<file path="src/rtl/xp_pkg.sv">
package xp_pkg;
  localparam int BYTE_W = 8;
  localparam int CNT_W  = 4;

  typedef enum logic [3:0] {
    ST_IDLE,
    ST_ADDR,
    ST_CMD,
    ST_WDAT,
    ST_ACK,
    ST_RDAT,
    ST_RACK,
    ST_HOLD
  } xp_state_e;

  localparam logic [1:0] SEL_IN  = 2'd0;
  localparam logic [1:0] SEL_OUT = 2'd1;
  localparam logic [1:0] SEL_POL = 2'd2;
  localparam logic [1:0] SEL_DIR = 2'd3;
endpackage

</file>
<file path="src/rtl/xp_line_sync.sv">
module xp_line_sync #(
  parameter int STAGES = 2
) (
  input  logic clk,
  input  logic rst_n,
  input  logic scl_i,
  input  logic sda_i,
  output logic scl_lvl,
  output logic sda_lvl,
  output logic scl_rise,
  output logic scl_fall,
  output logic start_det,
  output logic stop_det
);
  logic [STAGES-1:0] scl_sh, sda_sh;
  logic scl_prev, sda_prev;

  generate
    for (genvar s = 0; s < STAGES; s++) begin : g_stage
      if (s == 0) begin : g_first
        always_ff @(posedge clk or negedge rst_n) begin
          if (!rst_n) begin
            scl_sh[0] <= 1'b1;
            sda_sh[0] <= 1'b1;
          end else begin
            scl_sh[0] <= scl_i;
            sda_sh[0] <= sda_i;
          end
        end
      end else begin : g_next
        always_ff @(posedge clk or negedge rst_n) begin
          if (!rst_n) begin
            scl_sh[s] <= 1'b1;
            sda_sh[s] <= 1'b1;
          end else begin
            scl_sh[s] <= scl_sh[s-1];
            sda_sh[s] <= sda_sh[s-1];
          end
        end
      end
    end
  endgenerate

  always_ff @(posedge clk or negedge rst_n) begin
    if (!rst_n) begin
      scl_prev <= 1'b1;
      sda_prev <= 1'b1;
    end else begin
      scl_prev <= scl_sh[STAGES-1];
      sda_prev <= sda_sh[STAGES-1];
    end
  end

  assign scl_lvl   = scl_sh[STAGES-1];
  assign sda_lvl   = sda_sh[STAGES-1];
  assign scl_rise  = scl_lvl & ~scl_prev;
  assign scl_fall  = ~scl_lvl & scl_prev;
  assign start_det = scl_lvl & scl_prev & sda_prev & ~sda_lvl;
  assign stop_det  = scl_lvl & scl_prev & ~sda_prev & sda_lvl;
endmodule

</file>
<file path="src/rtl/xp_protocol.sv">
module xp_protocol
  import xp_pkg::*;
#(
  parameter logic [3:0] ADDR_FIXED = 4'b0100
) (
  input  logic              clk,
  input  logic              rst_n,
  input  logic              scl_rise,
  input  logic              scl_fall,
  input  logic              start_det,
  input  logic              stop_det,
  input  logic              sda_lvl,
  input  logic [2:0]        strap,
  input  logic [BYTE_W-1:0] rd_data,
  output logic              sda_pull,
  output logic [1:0]        ptr,
  output logic              wr_en,
  output logic [BYTE_W-1:0] wr_data,
  output xp_state_e         state_o
);
  localparam logic [CNT_W-1:0] LAST_BIT = CNT_W'(BYTE_W);

  xp_state_e         st_q, st_d, ret_q, ret_d;
  logic [CNT_W-1:0]  cnt_q, cnt_d;
  logic [BYTE_W-1:0] sh_q, sh_d, wd_q, wd_d;
  logic              sda_q, sda_d, mack_q, mack_d, we_q, we_d;
  logic [1:0]        ptr_q, ptr_d;

  always_comb begin
    st_d   = st_q;
    ret_d  = ret_q;
    cnt_d  = cnt_q;
    sh_d   = sh_q;
    wd_d   = wd_q;
    sda_d  = sda_q;
    mack_d = mack_q;
    ptr_d  = ptr_q;
    we_d   = 1'b0;
    if (stop_det) begin
      st_d  = ST_IDLE;
      sda_d = 1'b0;
    end else if (start_det) begin
      st_d  = ST_ADDR;
      cnt_d = '0;
      sda_d = 1'b0;
    end else begin
      unique case (st_q)
        ST_ADDR, ST_CMD, ST_WDAT: begin
          if (scl_rise && cnt_q != LAST_BIT) begin
            sh_d  = {sh_q[BYTE_W-2:0], sda_lvl};
            cnt_d = cnt_q + 1'b1;
          end else if (scl_fall && cnt_q == LAST_BIT) begin
            cnt_d = '0;
            if (st_q == ST_ADDR) begin
              if (sh_q[BYTE_W-1:1] == {ADDR_FIXED, strap}) begin
                st_d  = ST_ACK;
                sda_d = 1'b1;
                ret_d = sh_q[0] ? ST_RDAT : ST_CMD;
              end else begin
                st_d = ST_HOLD;
              end
            end else if (st_q == ST_CMD) begin
              ptr_d = sh_q[1:0];
              st_d  = ST_ACK;
              sda_d = 1'b1;
              ret_d = ST_WDAT;
            end else begin
              we_d  = 1'b1;
              wd_d  = sh_q;
              st_d  = ST_ACK;
              sda_d = 1'b1;
              ret_d = ST_WDAT;
            end
          end
        end
        ST_ACK: begin
          if (scl_fall) begin
            cnt_d = '0;
            if (ret_q == ST_RDAT) begin
              st_d  = ST_RDAT;
              sh_d  = rd_data;
              sda_d = ~rd_data[BYTE_W-1];
            end else begin
              st_d  = ret_q;
              sda_d = 1'b0;
            end
          end
        end
        ST_RDAT: begin
          if (scl_rise) begin
            cnt_d = cnt_q + 1'b1;
          end else if (scl_fall) begin
            if (cnt_q == LAST_BIT) begin
              st_d  = ST_RACK;
              sda_d = 1'b0;
            end else begin
              sh_d  = {sh_q[BYTE_W-2:0], 1'b0};
              sda_d = ~sh_q[BYTE_W-2];
            end
          end
        end
        ST_RACK: begin
          if (scl_rise) begin
            mack_d = ~sda_lvl;
          end else if (scl_fall) begin
            cnt_d = '0;
            if (mack_q) begin
              st_d  = ST_RDAT;
              sh_d  = rd_data;
              sda_d = ~rd_data[BYTE_W-1];
            end else begin
              st_d = ST_HOLD;
            end
          end
        end
        default: ;
      endcase
    end
  end

  always_ff @(posedge clk or negedge rst_n) begin
    if (!rst_n) begin
      st_q   <= ST_IDLE;
      ret_q  <= ST_IDLE;
      cnt_q  <= '0;
      sh_q   <= '0;
      wd_q   <= '0;
      sda_q  <= 1'b0;
      mack_q <= 1'b0;
      ptr_q  <= SEL_IN;
      we_q   <= 1'b0;
    end else begin
      st_q   <= st_d;
      ret_q  <= ret_d;
      cnt_q  <= cnt_d;
      sh_q   <= sh_d;
      wd_q   <= wd_d;
      sda_q  <= sda_d;
      mack_q <= mack_d;
      ptr_q  <= ptr_d;
      we_q   <= we_d;
    end
  end

  assign sda_pull = sda_q;
  assign ptr      = ptr_q;
  assign wr_en    = we_q;
  assign wr_data  = wd_q;
  assign state_o  = st_q;
endmodule

</file>
<file path="src/rtl/xp_regfile.sv">
module xp_regfile
  import xp_pkg::*;
#(
  parameter int PIN_SYNC = 2
) (
  input  logic              clk,
  input  logic              rst_n,
  input  logic [BYTE_W-1:0] pin_i,
  input  logic              wr_en,
  input  logic [1:0]        wr_sel,
  input  logic [BYTE_W-1:0] wr_data,
  output logic [BYTE_W-1:0] pin_sync,
  output logic [BYTE_W-1:0] out_q,
  output logic [BYTE_W-1:0] pol_q,
  output logic [BYTE_W-1:0] dir_q
);
  logic [BYTE_W-1:0] sync_q [PIN_SYNC];
  logic en_out, en_pol, en_dir;

  always_ff @(posedge clk or negedge rst_n) begin
    if (!rst_n) begin
      for (int i = 0; i < PIN_SYNC; i++) sync_q[i] <= '0;
    end else begin
      sync_q[0] <= pin_i;
      for (int i = 1; i < PIN_SYNC; i++) sync_q[i] <= sync_q[i-1];
    end
  end
  assign pin_sync = sync_q[PIN_SYNC-1];

  assign en_out = wr_en && (wr_sel == SEL_OUT);
  assign en_pol = wr_en && (wr_sel == SEL_POL);
  assign en_dir = wr_en && (wr_sel == SEL_DIR);

  always_ff @(posedge clk or negedge rst_n) begin
    if (!rst_n) begin
      out_q <= '1;
      pol_q <= '0;
      dir_q <= '1;
    end else begin
      if (en_out) out_q <= wr_data;
      if (en_pol) pol_q <= wr_data;
      if (en_dir) dir_q <= wr_data;
    end
  end
endmodule

</file>
<file path="src/rtl/i2c_gpio_expander.sv">
module i2c_gpio_expander
  import xp_pkg::*;
#(
  parameter logic [3:0] ADDR_FIXED  = 4'b0100,
  parameter int         SYNC_STAGES = 2
) (
  input  logic              clk,
  input  logic              rst_n,
  input  logic              scl_i,
  input  logic              sda_i,
  output logic              sda_oe,
  input  logic [2:0]        addr_strap,
  input  logic [BYTE_W-1:0] pin_i,
  output logic [BYTE_W-1:0] pin_o,
  output logic [BYTE_W-1:0] pin_oe
);
  logic [1:0] rst_sh;
  logic rst_n_sync;

  always_ff @(posedge clk or negedge rst_n) begin
    if (!rst_n) rst_sh <= 2'b00;
    else        rst_sh <= {rst_sh[0], 1'b1};
  end
  assign rst_n_sync = rst_sh[1];

  logic scl_lvl, sda_lvl, scl_rise, scl_fall, start_det, stop_det;
  logic wr_en;
  logic [1:0] ptr;
  logic [BYTE_W-1:0] wr_data, rd_data, pin_sync, out_w, pol_w, dir_w;
  xp_state_e proto_state;

  xp_line_sync #(.STAGES(SYNC_STAGES)) u_sync (
    .clk(clk), .rst_n(rst_n_sync), .scl_i(scl_i), .sda_i(sda_i),
    .scl_lvl(scl_lvl), .sda_lvl(sda_lvl), .scl_rise(scl_rise),
    .scl_fall(scl_fall), .start_det(start_det), .stop_det(stop_det)
  );

  xp_protocol #(.ADDR_FIXED(ADDR_FIXED)) u_proto (
    .clk(clk), .rst_n(rst_n_sync), .scl_rise(scl_rise), .scl_fall(scl_fall),
    .start_det(start_det), .stop_det(stop_det), .sda_lvl(sda_lvl),
    .strap(addr_strap), .rd_data(rd_data), .sda_pull(sda_oe), .ptr(ptr),
    .wr_en(wr_en), .wr_data(wr_data), .state_o(proto_state)
  );

  xp_regfile #(.PIN_SYNC(SYNC_STAGES)) u_regs (
    .clk(clk), .rst_n(rst_n_sync), .pin_i(pin_i), .wr_en(wr_en),
    .wr_sel(ptr), .wr_data(wr_data), .pin_sync(pin_sync),
    .out_q(out_w), .pol_q(pol_w), .dir_q(dir_w)
  );

  always_comb begin
    unique case (ptr)
      SEL_IN:  rd_data = pin_sync ^ pol_w;
      SEL_OUT: rd_data = out_w;
      SEL_POL: rd_data = pol_w;
      default: rd_data = dir_w;
    endcase
  end

  generate
    for (genvar k = 0; k < BYTE_W; k++) begin : g_pin
      assign pin_o[k]  = out_w[k];
      assign pin_oe[k] = ~dir_w[k];
    end
  endgenerate
endmodule

</file>
<file path="config.mk">
export PLATFORM = sky130hd
export DESIGN_NAME = i2c_gpio_expander
export DESIGN_NICKNAME = d
export VERILOG_FILES = /design/src/rtl/xp_pkg.sv /design/src/rtl/xp_line_sync.sv /design/src/rtl/xp_protocol.sv /design/src/rtl/xp_regfile.sv /design/src/rtl/i2c_gpio_expander.sv
export SDC_FILE = /design/constraint.sdc
export NUM_CORES = 1
export LEC_CHECK = 0
export ABC_CLOCK_PERIOD_IN_PS = 2650
export BUFFER_PORTS_ARGS = -buffer_cell sky130_fd_sc_hd__buf_4
export CAP_MARGIN = 20
export CORE_AREA = 2 2 103 145
export CTS_BUF_LIST = sky130_fd_sc_hd__clkbuf_8
export DETAILED_ROUTE_END_ITERATION = 6
export DIE_AREA = 0 0 105 147
export PLACE_DENSITY = 0.49
export REMOVE_ABC_BUFFERS = 1
export SLEW_MARGIN = 20
export SYNTH_ARGS = -nofsm -noshare
export SYNTH_HDL_FRONTEND = slang
export SYNTH_HIERARCHICAL = 1
export SYNTH_SLANG_ARGS = --single-unit
</file>
<file path="constraint.sdc">
create_clock -name clk -period 2.65 [get_ports clk]
set_input_delay 0.1325 -clock clk [delete_from_list [all_inputs] [get_ports clk]]
set_output_delay 0.1325 -clock clk [all_outputs]
set_load 0.01 [all_outputs]
</file>
==> flow_summary.yaml <==
status:
  run_status: "complete, no violations"
place:
  place.port_buffers: 31
  dp.final_hpwl_mm: 5.576
  placed_instances: 534
  globalplace.congestion: 0.8007
power:
  max-vdd-ir-drop_uv: 258.6
  post_layout_total_power_mw: 2.957
  total_leakage_power_nw: 1.992
  power-per-cell-area_nw_per_um2: 645.7
clocking:
  ctsHtreeMaxLevel: 3
  clk_pin_slew_worst_paths_ps: 80
  cts_root_buf: "clkbuf_8"
  num_clock_sinks: 79
  clock_latency_on_the_worst_skew_pair_ps: 350
  numCtsBuffers: 9
  tritoncts: "yes"
  clock_path_buffers: 2
worst_setup_path:
  timing.critical_path.max_delay_family: "simple AND/OR/NAND/NOR gates"
  criticalPathCategory: "reg -> reg"
  crit_required_ps: 2940
  critPathMaxStageDelay_ps: 560
  cp.arrival_ps: 2740
  critPathMaxFanout: 8
  cp_cell_sequence: "and4b_1, and4b_1, or3_1, a211o_1, or4b_1, nand2_1"
  setup.worst_path.end_class: "register"
  cp_num_buf_inv: 0
  cp_slowest_cell: "dfstp_2"
  worstSetupStartpointType: "register"
  reg2reg_slack_ps: 200
  cp_common_cell: "and4b_1"
sta:
  fmax_mhz: 408.0
  setup_repair_after_global_routing_missed_its_margin: "false"
  finalSetupViolCount: 0
  slew_headroom_pct: 49.60
  fin_setup_tns_ps: 0
  final.setup_skew_ps: 8.677
  hold_violation_total_from_the_final_report: 0
  final_max_slew_viol_count: 0
  worst_slew_pin_slew_ps: 756.1
  finalCritPeriodShare_pct: 92.49
  layout_min_cycle_time_ps: 2451
  fin_worst_hold_slack_ps: 92.35
synthesis:
  synthesis.area_per_instance_sq_um: 11.62
  synthesis.area_sq_um: 3766
  ys.warnings.count: 6
  post_synth_inst_count: 324
die:
  die_height_um: 147
  initial_utilization_pct: 26.55
  die_area_sq_um: 15440
  die_width_um: 105
  coreArea_sq_um: 14180
  row_count: 52
  pin_count: 32
final_layout:
  mostFrequentLayoutCell: "dfrtp_1"
  final_cell_mix: "56 x dfrtp_1, 43 x mux2_2, 41 x buf_4, 32 x nand2_1, 22 x dfstp_2"
  num-fill-cells: 1487
  area.growth.synth_to_final_pct: 21.59
  final-instance-count-excl-fill: 561
  antenna_cells: 0
  net_count_of_the_finished_layout: 384
  layout-drive-gt1-share_pct: 37.37
detailed_routing:
  routed_wl_mm: 7.881
  drc_errors: 0
  antenna_violating_nets_post_route: 0
  routed-via-count: 2517
  drt_pass1_iterations: 4
  drt-wirelength-per-cell_um: 14.05
  drt_initial_violations: 108
  vias_per_instance: 4.487
global_route:
  first_pass_grt_wire_length_mm: 13.25
  number_of_antenna_violations_at_the_first_check_in_global_routing: 0
  overall_routing_resource_usage_pct: 10.89
  vias_in_the_first_global_route: 2599
  grt-ovfl-total: 0
  pin_count_of_the_biggest_net_entering_global_routing: 78
hold_path:
  hold_path.class: "in -> async"
flow_run:
  maxCapViolCount: 0
==> routing by layer <==
layer | GRT usage [%] | vias to the layer above | wire length (um)
met4 | 4.200 | 0 | 154
met2 | 19.94 | 45 | 4328
li1 | - | 1219 | -
met3 | 2.529 | 14 | 241
met5 | 0 | - | 0
met1 | 12.11 | 1239 | 3156
==> registers in the layout (all words and copies together), names as in the netlist, 4 cells and up <==
name             flops
u_regs/pin_sync      8
u_regs/out_q         8
u_regs/sync_q        8
u_regs/dir_q         8
u_proto/cnt_q        4
u_regs/pol_q         8
u_proto/wr_data      8
u_proto/sh_q         8
==> area by class of cell <==
type | count | area [sq um] | area share [%]
clock buffer | 10 | 137.6 | 3.005
clock inverter | 6 | 132.6 | 2.896
inverter | 16 | 60.06 | 1.311
multi-input combinational | 208 | 1567 | 34.21
sequential | 79 | 2008 | 43.85
tap | 189 | 236.5 | 5.164
timing repair buffer | 53 | 437.9 | 9.563
==> stage by stage <==
| step | worst slack, ps | area (sq um) | utilization (%) |
|---|---|---|---|
| after global routing | 73.00 | 4579 | 32.29 |
| after floorplan | 325.4 | 3631 | - |
| after detailed placement | 205.9 | 4199 | 29.60 |
| after global placement | 265.6 | 4199 | 29.60 |
| after CTS | 189.1 | 4579 | 32.29 |
| final | 198.9 | 4579 | 32.29 |
==> path summary, 6_finish.rpt <==
check / cells after the start / to / from
max in group asynchronous: 1 / u_regs/dir_q[2]$_DFFE_PN1P_ / rst_sh[1]$_DFF_PN0_
max reg2reg: 6 / u_proto/cnt_q[2]$_DFFE_PN0P_ / u_sync/scl_lvl$_DFF_PN1_
min in group clk: 0 / u_regs/pin_sync[1]$_DFF_PN0_ / u_regs/sync_q[9]$_DFF_PN0_
min reg2reg: 1 / u_regs/sync_q[14]$_DFF_PN0_ / rst_sh[1]$_DFF_PN0_
min: 2 / rst_sh[1]$_DFF_PN0_ / rst_n
max: 6 / u_proto/cnt_q[2]$_DFFE_PN0P_ / u_sync/scl_lvl$_DFF_PN1_
==> what timing repair did <==
action,4_1_cts,5_1_grt
hold endpoints to repair,12,0
setup endpoints to repair,0,0
resized for setup,0,0
buffers inserted,0,0
hold buffers,11,0
==> where the power goes <==
group	switching (mW)	total, mW	internal [mW]
registers	0.111	1.42	1.31
clock network	0.444	1.19	0.745
logic	0.168	0.351	0.183
total	0.723	2.96	2.23
(Power assumes the default switching activity.)
